`src/rtl/adma_pkg.sv`:
```
package adma_pkg;
  localparam int ADDR_W = 24;
  localparam int WORD_W = 16;

  localparam logic [3:0] RA_CTRL   = 4'd0;
  localparam logic [3:0] RA_FMT    = 4'd1;
  localparam logic [3:0] RA_BASE_H = 4'd2;
  localparam logic [3:0] RA_BASE_M = 4'd3;
  localparam logic [3:0] RA_BASE_L = 4'd4;
  localparam logic [3:0] RA_STOP_H = 4'd5;
  localparam logic [3:0] RA_STOP_M = 4'd6;
  localparam logic [3:0] RA_STOP_L = 4'd7;
  localparam logic [3:0] RA_PTR_H  = 4'd8;
  localparam logic [3:0] RA_PTR_M  = 4'd9;
  localparam logic [3:0] RA_PTR_L  = 4'd10;

  typedef struct packed {
    logic       mono;
    logic       wide;
    logic [1:0] rate;
  } fmt_t;

  function automatic logic [ADDR_W-1:0] word_align(input logic [ADDR_W-1:0] a);
    return {a[ADDR_W-1:1], 1'b0};
  endfunction
endpackage

```
`src/rtl/adma_rate_timer.sv`:
```
module adma_rate_timer #(
  parameter int PRESCALE = 256
) (
  input  logic       clk,
  input  logic       rst_n,
  input  logic       run,
  input  logic [1:0] rate,
  output logic       slot
);
  localparam int PW = (PRESCALE > 1) ? $clog2(PRESCALE) : 1;
  localparam logic [PW-1:0] P_LAST = PW'(PRESCALE - 1);

  logic [PW-1:0] pre_q;
  logic [2:0]    unit_q;
  logic [2:0]    unit_last;

  assign unit_last = 3'd7 >> rate;
  assign slot = run && (pre_q == P_LAST) && (unit_q >= unit_last);

  always_ff @(posedge clk) begin
    if (!rst_n || !run) begin
      pre_q  <= '0;
      unit_q <= '0;
    end else if (pre_q == P_LAST) begin
      pre_q  <= '0;
      unit_q <= (unit_q >= unit_last) ? 3'd0 : unit_q + 3'd1;
    end else begin
      pre_q <= pre_q + 1'b1;
    end
  end
endmodule

```
`src/rtl/adma_word_fifo.sv`:
```
module adma_word_fifo #(
  parameter int WW    = 16,
  parameter int DEPTH = 4,
  parameter int CW    = 3
) (
  input  logic          clk,
  input  logic          rst_n,
  input  logic          flush,
  input  logic          push,
  input  logic [WW-1:0] din,
  input  logic [1:0]    pop_n,
  output logic [WW-1:0] head,
  output logic [WW-1:0] second,
  output logic [CW-1:0] count
);
  localparam int AW = $clog2(DEPTH);

  logic [WW-1:0] mem_q [DEPTH];
  logic [AW-1:0] rd_q, wr_q;

  assign head   = mem_q[rd_q];
  assign second = mem_q[rd_q + AW'(1)];

  always_ff @(posedge clk) begin
    if (push) mem_q[wr_q] <= din;
  end

  always_ff @(posedge clk) begin
    if (!rst_n || flush) begin
      rd_q  <= '0;
      wr_q  <= '0;
      count <= '0;
    end else begin
      wr_q  <= wr_q + AW'(push);
      rd_q  <= rd_q + AW'(pop_n);
      count <= count + CW'(push) - CW'(pop_n);
    end
  end

  p_fifo_no_overflow_r12: assert property (@(posedge clk) disable iff (!rst_n)
    (push && !flush) |-> (count < CW'(DEPTH)));
  p_fifo_no_underflow_r9: assert property (@(posedge clk) disable iff (!rst_n)
    (CW'(pop_n) <= count));
endmodule

```
`src/rtl/adma_fetch.sv`:
```
module adma_fetch
  import adma_pkg::*;
#(
  parameter int DEPTH = 4,
  parameter int CW    = 3
) (
  input  logic              clk,
  input  logic              rst_n,
  input  logic              start,
  input  logic              active,
  input  logic              loop_en,
  input  logic [ADDR_W-1:0] base_in,
  input  logic [ADDR_W-1:0] stop_in,
  input  logic [CW-1:0]     fcount,
  output logic              mem_req_valid,
  input  logic              mem_req_ready,
  output logic [ADDR_W-1:0] mem_req_addr,
  input  logic              mem_rsp_valid,
  input  logic [WORD_W-1:0] mem_rsp_data,
  output logic              push,
  output logic [WORD_W-1:0] push_data,
  output logic              at_end,
  output logic [ADDR_W-1:0] ptr
);
  logic [ADDR_W-1:0] stop_w;
  logic busy_q, drop_q;
  logic room;

  assign room         = fcount < CW'(DEPTH);
  assign mem_req_addr = ptr;
  assign at_end       = active && !mem_req_valid && !busy_q && (ptr == stop_w);
  assign push         = mem_rsp_valid && busy_q && !drop_q && active;
  assign push_data    = mem_rsp_data;

  always_ff @(posedge clk) begin
    if (!rst_n) begin
      stop_w        <= '0;
      ptr           <= '0;
      mem_req_valid <= 1'b0;
      busy_q        <= 1'b0;
      drop_q        <= 1'b0;
    end else begin
      if (mem_rsp_valid && busy_q) begin
        busy_q <= 1'b0;
        drop_q <= 1'b0;
      end
      if (start) begin
        stop_w        <= word_align(stop_in);
        ptr           <= word_align(base_in);
        mem_req_valid <= 1'b0;
      end else if (!active) begin
        mem_req_valid <= 1'b0;
        if (mem_req_valid && mem_req_ready) begin
          busy_q <= 1'b1;
          drop_q <= 1'b1;
        end else if (busy_q && !mem_rsp_valid) begin
          drop_q <= 1'b1;
        end
      end else if (mem_req_valid) begin
        if (mem_req_ready) begin
          mem_req_valid <= 1'b0;
          busy_q        <= 1'b1;
          ptr           <= ptr + ADDR_W'(2);
        end
      end else if (at_end) begin
        if (loop_en) begin
          stop_w <= word_align(stop_in);
          ptr    <= word_align(base_in);
        end
      end else if (!busy_q && room) begin
        mem_req_valid <= 1'b1;
      end
    end
  end

  p_req_hold_r3: assert property (@(posedge clk) disable iff (!rst_n)
    (mem_req_valid && !mem_req_ready && active) |=>
      (!active || (mem_req_valid && $stable(mem_req_addr))));
  p_req_inside_r4: assert property (@(posedge clk) disable iff (!rst_n)
    (mem_req_valid && active) |-> (mem_req_addr != stop_w));
  p_single_outstanding_r3: assert property (@(posedge clk) disable iff (!rst_n)
    busy_q |-> !mem_req_valid);
endmodule

```
`src/rtl/adma_engine.sv`:
```
module adma_engine
  import adma_pkg::*;
#(
  parameter int PRESCALE   = 256,
  parameter int FIFO_DEPTH = 4
) (
  input  logic              clk,
  input  logic              rst_n,
  input  logic              reg_we,
  input  logic [3:0]        reg_addr,
  input  logic [7:0]        reg_wdata,
  output logic [7:0]        reg_rdata,
  output logic              mem_req_valid,
  input  logic              mem_req_ready,
  output logic [ADDR_W-1:0] mem_req_addr,
  input  logic              mem_rsp_valid,
  input  logic [WORD_W-1:0] mem_rsp_data,
  output logic              smp_valid,
  output logic [WORD_W-1:0] smp_left,
  output logic [WORD_W-1:0] smp_right,
  output logic              buf_end
);
  localparam int CW = $clog2(FIFO_DEPTH + 1);
  localparam int GW = $clog2(PRESCALE + 1);

  logic              run_q, loop_q;
  fmt_t              fmt_q;
  logic [ADDR_W-1:0] base_q, stop_q, ptr;
  logic              ctrl_wr, start, stop, at_end;
  logic              push, slot, fire, half_q;
  logic [WORD_W-1:0] push_data, w0, w1;
  logic [CW-1:0]     fcount;
  logic [1:0]        pop_n;
  logic              stereo16, mono8, mute, frame_ok;
  logic [WORD_W-1:0] nxt_l, nxt_r;
  logic [7:0]        byte_pick;

  assign ctrl_wr = reg_we && (reg_addr == RA_CTRL);
  assign start   = ctrl_wr && reg_wdata[0] && !run_q;
  assign stop    = ctrl_wr && !reg_wdata[0];

  always_ff @(posedge clk) begin
    if (!rst_n) begin
      run_q  <= 1'b0;
      loop_q <= 1'b0;
      fmt_q  <= '0;
      base_q <= '0;
      stop_q <= '0;
    end else begin
      if (reg_we) begin
        case (reg_addr)
          RA_FMT:    fmt_q <= '{mono: reg_wdata[7], wide: reg_wdata[6], rate: reg_wdata[1:0]};
          RA_BASE_H: base_q[23:16] <= reg_wdata;
          RA_BASE_M: base_q[15:8]  <= reg_wdata;
          RA_BASE_L: base_q[7:0]   <= reg_wdata;
          RA_STOP_H: stop_q[23:16] <= reg_wdata;
          RA_STOP_M: stop_q[15:8]  <= reg_wdata;
          RA_STOP_L: stop_q[7:0]   <= reg_wdata;
          default: ;
        endcase
      end
      if (ctrl_wr) begin
        run_q  <= reg_wdata[0];
        loop_q <= reg_wdata[1];
      end else if (at_end && !loop_q) begin
        run_q <= 1'b0;
      end
    end
  end

  always_comb begin
    case (reg_addr)
      RA_CTRL:   reg_rdata = {6'b0, loop_q, run_q};
      RA_FMT:    reg_rdata = {fmt_q.mono, fmt_q.wide, 4'b0, fmt_q.rate};
      RA_BASE_H: reg_rdata = base_q[23:16];
      RA_BASE_M: reg_rdata = base_q[15:8];
      RA_BASE_L: reg_rdata = base_q[7:0];
      RA_STOP_H: reg_rdata = stop_q[23:16];
      RA_STOP_M: reg_rdata = stop_q[15:8];
      RA_STOP_L: reg_rdata = stop_q[7:0];
      RA_PTR_H:  reg_rdata = ptr[23:16];
      RA_PTR_M:  reg_rdata = ptr[15:8];
      RA_PTR_L:  reg_rdata = ptr[7:0];
      default:   reg_rdata = 8'h00;
    endcase
  end

  adma_fetch #(.DEPTH(FIFO_DEPTH), .CW(CW)) u_fetch (
    .clk, .rst_n, .start, .active(run_q), .loop_en(loop_q),
    .base_in(base_q), .stop_in(stop_q), .fcount,
    .mem_req_valid, .mem_req_ready, .mem_req_addr,
    .mem_rsp_valid, .mem_rsp_data,
    .push, .push_data, .at_end, .ptr
  );

  adma_word_fifo #(.WW(WORD_W), .DEPTH(FIFO_DEPTH), .CW(CW)) u_fifo (
    .clk, .rst_n, .flush(start || stop), .push, .din(push_data),
    .pop_n, .head(w0), .second(w1), .count(fcount)
  );

  adma_rate_timer #(.PRESCALE(PRESCALE)) u_timer (
    .clk, .rst_n, .run(run_q || (fcount != '0)), .rate(fmt_q.rate), .slot
  );

  assign stereo16  = fmt_q.wide && !fmt_q.mono;
  assign mono8     = !fmt_q.wide && fmt_q.mono;
  assign mute      = fmt_q.wide && (fmt_q.rate == 2'd0);
  assign frame_ok  = stereo16 ? (fcount >= CW'(2)) : (fcount != '0);
  assign fire      = slot && frame_ok && !stop;
  assign byte_pick = half_q ? w0[7:0] : w0[15:8];

  always_comb begin
    if (!fire)                 pop_n = 2'd0;
    else if (stereo16)         pop_n = 2'd2;
    else if (mono8 && !half_q) pop_n = 2'd0;
    else                       pop_n = 2'd1;
  end

  always_comb begin
    nxt_l = '0;
    nxt_r = '0;
    if (!mute) begin
      case ({fmt_q.wide, fmt_q.mono})
        2'b00: begin nxt_l = {w0[15:8], 8'h00}; nxt_r = {w0[7:0], 8'h00}; end
        2'b01: begin nxt_l = {byte_pick, 8'h00}; nxt_r = {byte_pick, 8'h00}; end
        2'b10: begin nxt_l = w0; nxt_r = w1; end
        default: begin nxt_l = w0; nxt_r = w0; end
      endcase
    end
  end

  always_ff @(posedge clk) begin
    if (!rst_n) begin
      smp_valid <= 1'b0;
      smp_left  <= '0;
      smp_right <= '0;
      buf_end   <= 1'b0;
      half_q    <= 1'b0;
    end else begin
      smp_valid <= fire;
      buf_end   <= at_end;
      if (fire) begin
        smp_left  <= nxt_l;
        smp_right <= nxt_r;
      end
      if (start || stop)        half_q <= 1'b0;
      else if (fire && mono8)   half_q <= ~half_q;
    end
  end

  logic [GW-1:0] gap_q;
  logic          seen_q;
  always_ff @(posedge clk) begin
    if (!rst_n) begin
      gap_q  <= '0;
      seen_q <= 1'b0;
    end else if (smp_valid) begin
      gap_q  <= GW'(1);
      seen_q <= 1'b1;
    end else if (gap_q < GW'(PRESCALE)) begin
      gap_q <= gap_q + 1'b1;
    end
  end

  p_strobe_spacing_r6: assert property (@(posedge clk) disable iff (!rst_n)
    (smp_valid && seen_q) |-> (gap_q >= GW'(PRESCALE)));
  p_mute_zero_r10: assert property (@(posedge clk) disable iff (!rst_n)
    (smp_valid && $past(fmt_q.wide && fmt_q.rate == 2'd0)) |->
      (smp_left == '0 && smp_right == '0));
  p_oneshot_clears_r4: assert property (@(posedge clk) disable iff (!rst_n)
    (buf_end && !$past(loop_q) && !$past(ctrl_wr)) |-> !run_q);
  p_idle_silent_r2: assert property (@(posedge clk) disable iff (!rst_n)
    smp_valid |-> $past(run_q || fcount != '0));
endmodule

```
`config.mk`:
```
export PLATFORM = sky130hd
export DESIGN_NAME = adma_engine
export DESIGN_NICKNAME = d
export VERILOG_FILES = /design/src/rtl/adma_pkg.sv /design/src/rtl/adma_rate_timer.sv /design/src/rtl/adma_word_fifo.sv /design/src/rtl/adma_fetch.sv /design/src/rtl/adma_engine.sv
export SDC_FILE = /design/constraint.sdc
export NUM_CORES = 1
export LEC_CHECK = 0
export ABC_CLOCK_PERIOD_IN_PS = 3300
export BUFFER_PORTS_ARGS = -buffer_cell sky130_fd_sc_hd__buf_2
export CAP_MARGIN = 10
export CORE_ASPECT_RATIO = 1.1
export CORE_MARGIN = 2
export CORE_UTILIZATION = 50
export DETAILED_ROUTE_END_ITERATION = 10
export PLACE_DENSITY = 0.73
export SYNTH_ARGS = -nofsm -noshare
export SYNTH_HDL_FRONTEND = slang
export SYNTH_HIERARCHICAL = 1
export SYNTH_SLANG_ARGS = --single-unit
```
`constraint.sdc`:
```
create_clock -name clk -period 3.3 [get_ports clk]
set_input_delay 0.33 -clock clk [delete_from_list [all_inputs] [get_ports clk]]
set_output_delay 0.33 -clock clk [all_outputs]
set_load 0.03 [all_outputs]
```
==> metrics.md <==
| Metric | Value |
|---|---|
| Commonest cells post-synth | `dfxtp_1 (157), mux2i_1 (99), nand2_1 (74), edfxtp_1 (64), nor2_1 (57)` |
| Fin crit period | `3.08 ns` |
| Die X | `148 um` |
| P&R area growth vs syn | `11.8%` |
| CP Cell Sequence | `or2_2, ha_4, a21o_1, a31oi_4, nor2_2, o21a_1, a31o_2, nand2_2, nor2_1, ha_1, inv_1, ha_1, fa_1, xor3_1, nor2_1` |
| Die height | `163 um` |
| Area leader, netlist | `dfxtp_1` |
| CP peak stage delay | `0.38 ns` |
| Share of post-route cells with drive strength above 1 | `22.1%` |
| Async set-reset flop share out of synthesis | `0%` |
| Cell total after placement | `between 1000 and 1500` |
| Initial cell density of the core | `roughly half` |
| Final slew viol count | `0` |
| First-pass GRT wire length | `48300 um` |
| Synth warn | `6` |
| IO buf count | `99` |
| Setup TNS | `0 ns` |
| Relative slew slack | `32.8%` |
| Num CTS Buffers | `24` |
| Initial antenna violation count | `6` |
| Number of global-route vias before repair | `about 8500` |
| Critical path fanouts, max | `3` |
| Average via count per standard cell | `between 6 and 7` |
| Tightest Pin Transition | `1.01 ns` |
| Crit path DAT | `3.49 ns` |
| Nets | `1158` |
| Top-area cell type share of the netlist area | `between 20% and 30%` |
| RSZ-0062 raised after global routing | `no` |
| CP top delay family | `adder cells` |
| Count of final setup violators | `0` |
| CP Launch Type | `flop` |
| Sink Count | `about 220` |
| Number of buffer and inverter stages on the critical path | `1` |
| Clk_lat worst skew | `0.54 ns` |
| GP Congestion | `0.923` |
| CP Data Required Time | `3.71 ns` |
| Ys flop type | `dfxtp_1` |
| Final Skew | `0.0247 ns` |
| Number of remaining DRC errors | `0` |
| Via count | `8828` |
| Gr ovfl total | `0` |
| Post-synth EDFFs | `64` |
| CTS Root Cell | `clkbuf_16` |
| Part of the Yosys area used for sequential elements | `44.3%` |
| Largest buffer count on any clock path | `3` |
| Worst min path class | `in -> reg` |
| Hold_ws | `about 0.017 ns` |
| Max Freq | `0.325 GHz` |
| Mean routed wirelength per cell | `21.7 um` |
| FF+latch count, synth | `221` |
| Placed Area | `0.0119 sq mm` |
| Crit path max-delay cell type | `fa_1` |
| Core Box Area | `~0.023 sq mm` |
| Syn Nets | `1096` |
| Post-Syn Area per Cell | `10.9 sq um` |
| CTS tree | `done` |
| Status | `complete, no violations` |
| Crit. End Element | `flop` |
| PwrDens | `approximately 450 mW/mm^2` |
| Cell Rows | `58` |
| Overall global routing resource usage | `between 20% and 30%` |
| Final Cycle Share | `93.2%` |
| Final antenna-violating net count | `0` |
| Unique cell type count in the Yosys netlist | `85` |
| Max_cap viols | `0` |
| Initial drt markers | `841` |
| Ranking of synthesized cells by area | `dfxtp_1 (27%), edfxtp_1 (17%), mux2i_1 (8.7%)` |
| WS Path Type | `reg -> reg` |
| Syn Std Cell Area | `0.0114 sq mm` |
| Dpl hpwl | `21800 um` |
| Post CTS Setup Buffer Count | `0` |
| H-tree depth | `1` |
| Post-route cell area | `0.0128 sq mm` |
| I/O Pins | `100` |
| Die Area | `0.0241 sq mm` |
| Gate Count Post-Synth | `between 1000 and 1500` |
| Max IR drop VDD | `0.458 mV` |
| Drt first pass iters | `5` |
| Final count of hold timing violations | `0` |
| Post-Layout Cell Count | `1435` |
| DRT Wirelength | `31200 um` |
| Count leader, synth | `dfxtp_1` |
| Lkg Pwr | `4.58 nW` |
| Largest net degree at the start of global routing | `40` |
| CTS clk-pin slew, worst paths | `0.06 ns` |
area by class of cell:
cell class,count,area (sq um)
clock buffers,32,651
diodes,4,10.0
repair buffers,150,888
multi-input cells,704,5610
inverters,12,45.0
well taps,300,375
flip-flops and latches,221,5070
clock inverters,12,131
fillers,1948,9860
per-stage QoR:
step	setup slack [ns]	util [%]	power, mW
6_report	0.225	56.4	5.74
5_1_grt	0.0980	56.4	5.90
4_1_cts	0.0375	56.4	5.77
3_5_place_dp	-0.0295	52.6	3.11
3_3_place_gp	0.0925	52.6	3.10
2_1_floorplan	0.00103	-	3.03
path summary, 6_finish.rpt:
| kind | from | end | slack [ns] | cells after the start |
|---|---|---|---|---|
| min | mem_rsp_data[12] | u_fifo/mem_q[1][12] | 0.02 | 1 |
| max | fmt_q[0] | u_fifo/count[2] | 0.22 | 15 |
| min reg2reg | u_timer/pre_q[0] | u_timer/pre_q[0] | 0.46 | 1 |
| max reg2reg | fmt_q[0] | u_fifo/count[2] | 0.22 | 15 |
flip-flops by register name (all words and copies together) (netlist names), 3 cells and up:
register              flops
smp_left                 16
stop_q                   24
fmt_q                     4
u_fifo/count              3
u_timer/pre_q             8
base_q                   24
smp_right                16
u_fetch/mem_req_addr     24
u_fifo/mem_q             64
u_fetch/stop_w           23
u_timer/unit_q            3
logic make-up after synthesis:
group / share of synthesized area (%)
AOI/OAI and AO/OA: 12.0
xor gates and xnor gates: 3.47
adders and majority gates: 1.38
buffers and inverters: 6.90
DFF: 44.3
muxes: 16.5
and+or+nand+nor: 15.4
worst reg2reg max path, delay by kind of cell (launching register included):
family | cells | cell delay, ns
flip-flops | 1 | 0.31
AO/OA/AOI/OAI | 4 | 0.71
buffers and inverters | 1 | 0.05
AND/OR/NAND/NOR | 5 | 0.60
adder cells (fa/ha/maj) | 4 | 1.12
XOR/XNOR | 1 | 0.20
layer usage:
layer  part of all wire, %  up-vias  track usage (%)
met5                 0.032        -                0
met1                    40     4313             32.9
met2                    48      431             43.0
met3                   9.6       84             5.41
met4                   2.8        2             8.14
li1                      -     3998                -
where the power goes:
part	leakage, nW	switching [mW]	internal [mW]
Combinational	2.36	0.157	0.0877
Clock	0.376	1.13	1.55
Sequential	1.84	0.0139	2.80
placed cells by master, fill, tap and decap left out, drive strengths merged, types with 7 or more instances in the layout:
cell type	instances
mux4	35
inv	13
dfxtp	157
o31ai	8
o32ai	10
a22oi	13
nand2b	11
xor2	8
nor4	7
a21boi	20
xnor2	32
ha	11
nor3	19
and2	8
o21ai	17
nor2b	51
nor2	59
nand4	14
o221ai	10
clkbuf	32
edfxtp	64
buf	146
a22o	8
a211oi	9
clkinv	7
nand2	74
a21oi	33
mux2i	99
mux2	9
and3	8
o2bb2ai	19
nand3	36
timing repair:
item                                   4_1_cts  5_1_grt
gates resized for setup                      3        1
endpoints found under the hold margin       16        0
setup endpoints to repair                    1        1
pin swaps                                    0        1
hold buffers                                 4        0
No activity file was read; power rests on OpenSTA's default activity.
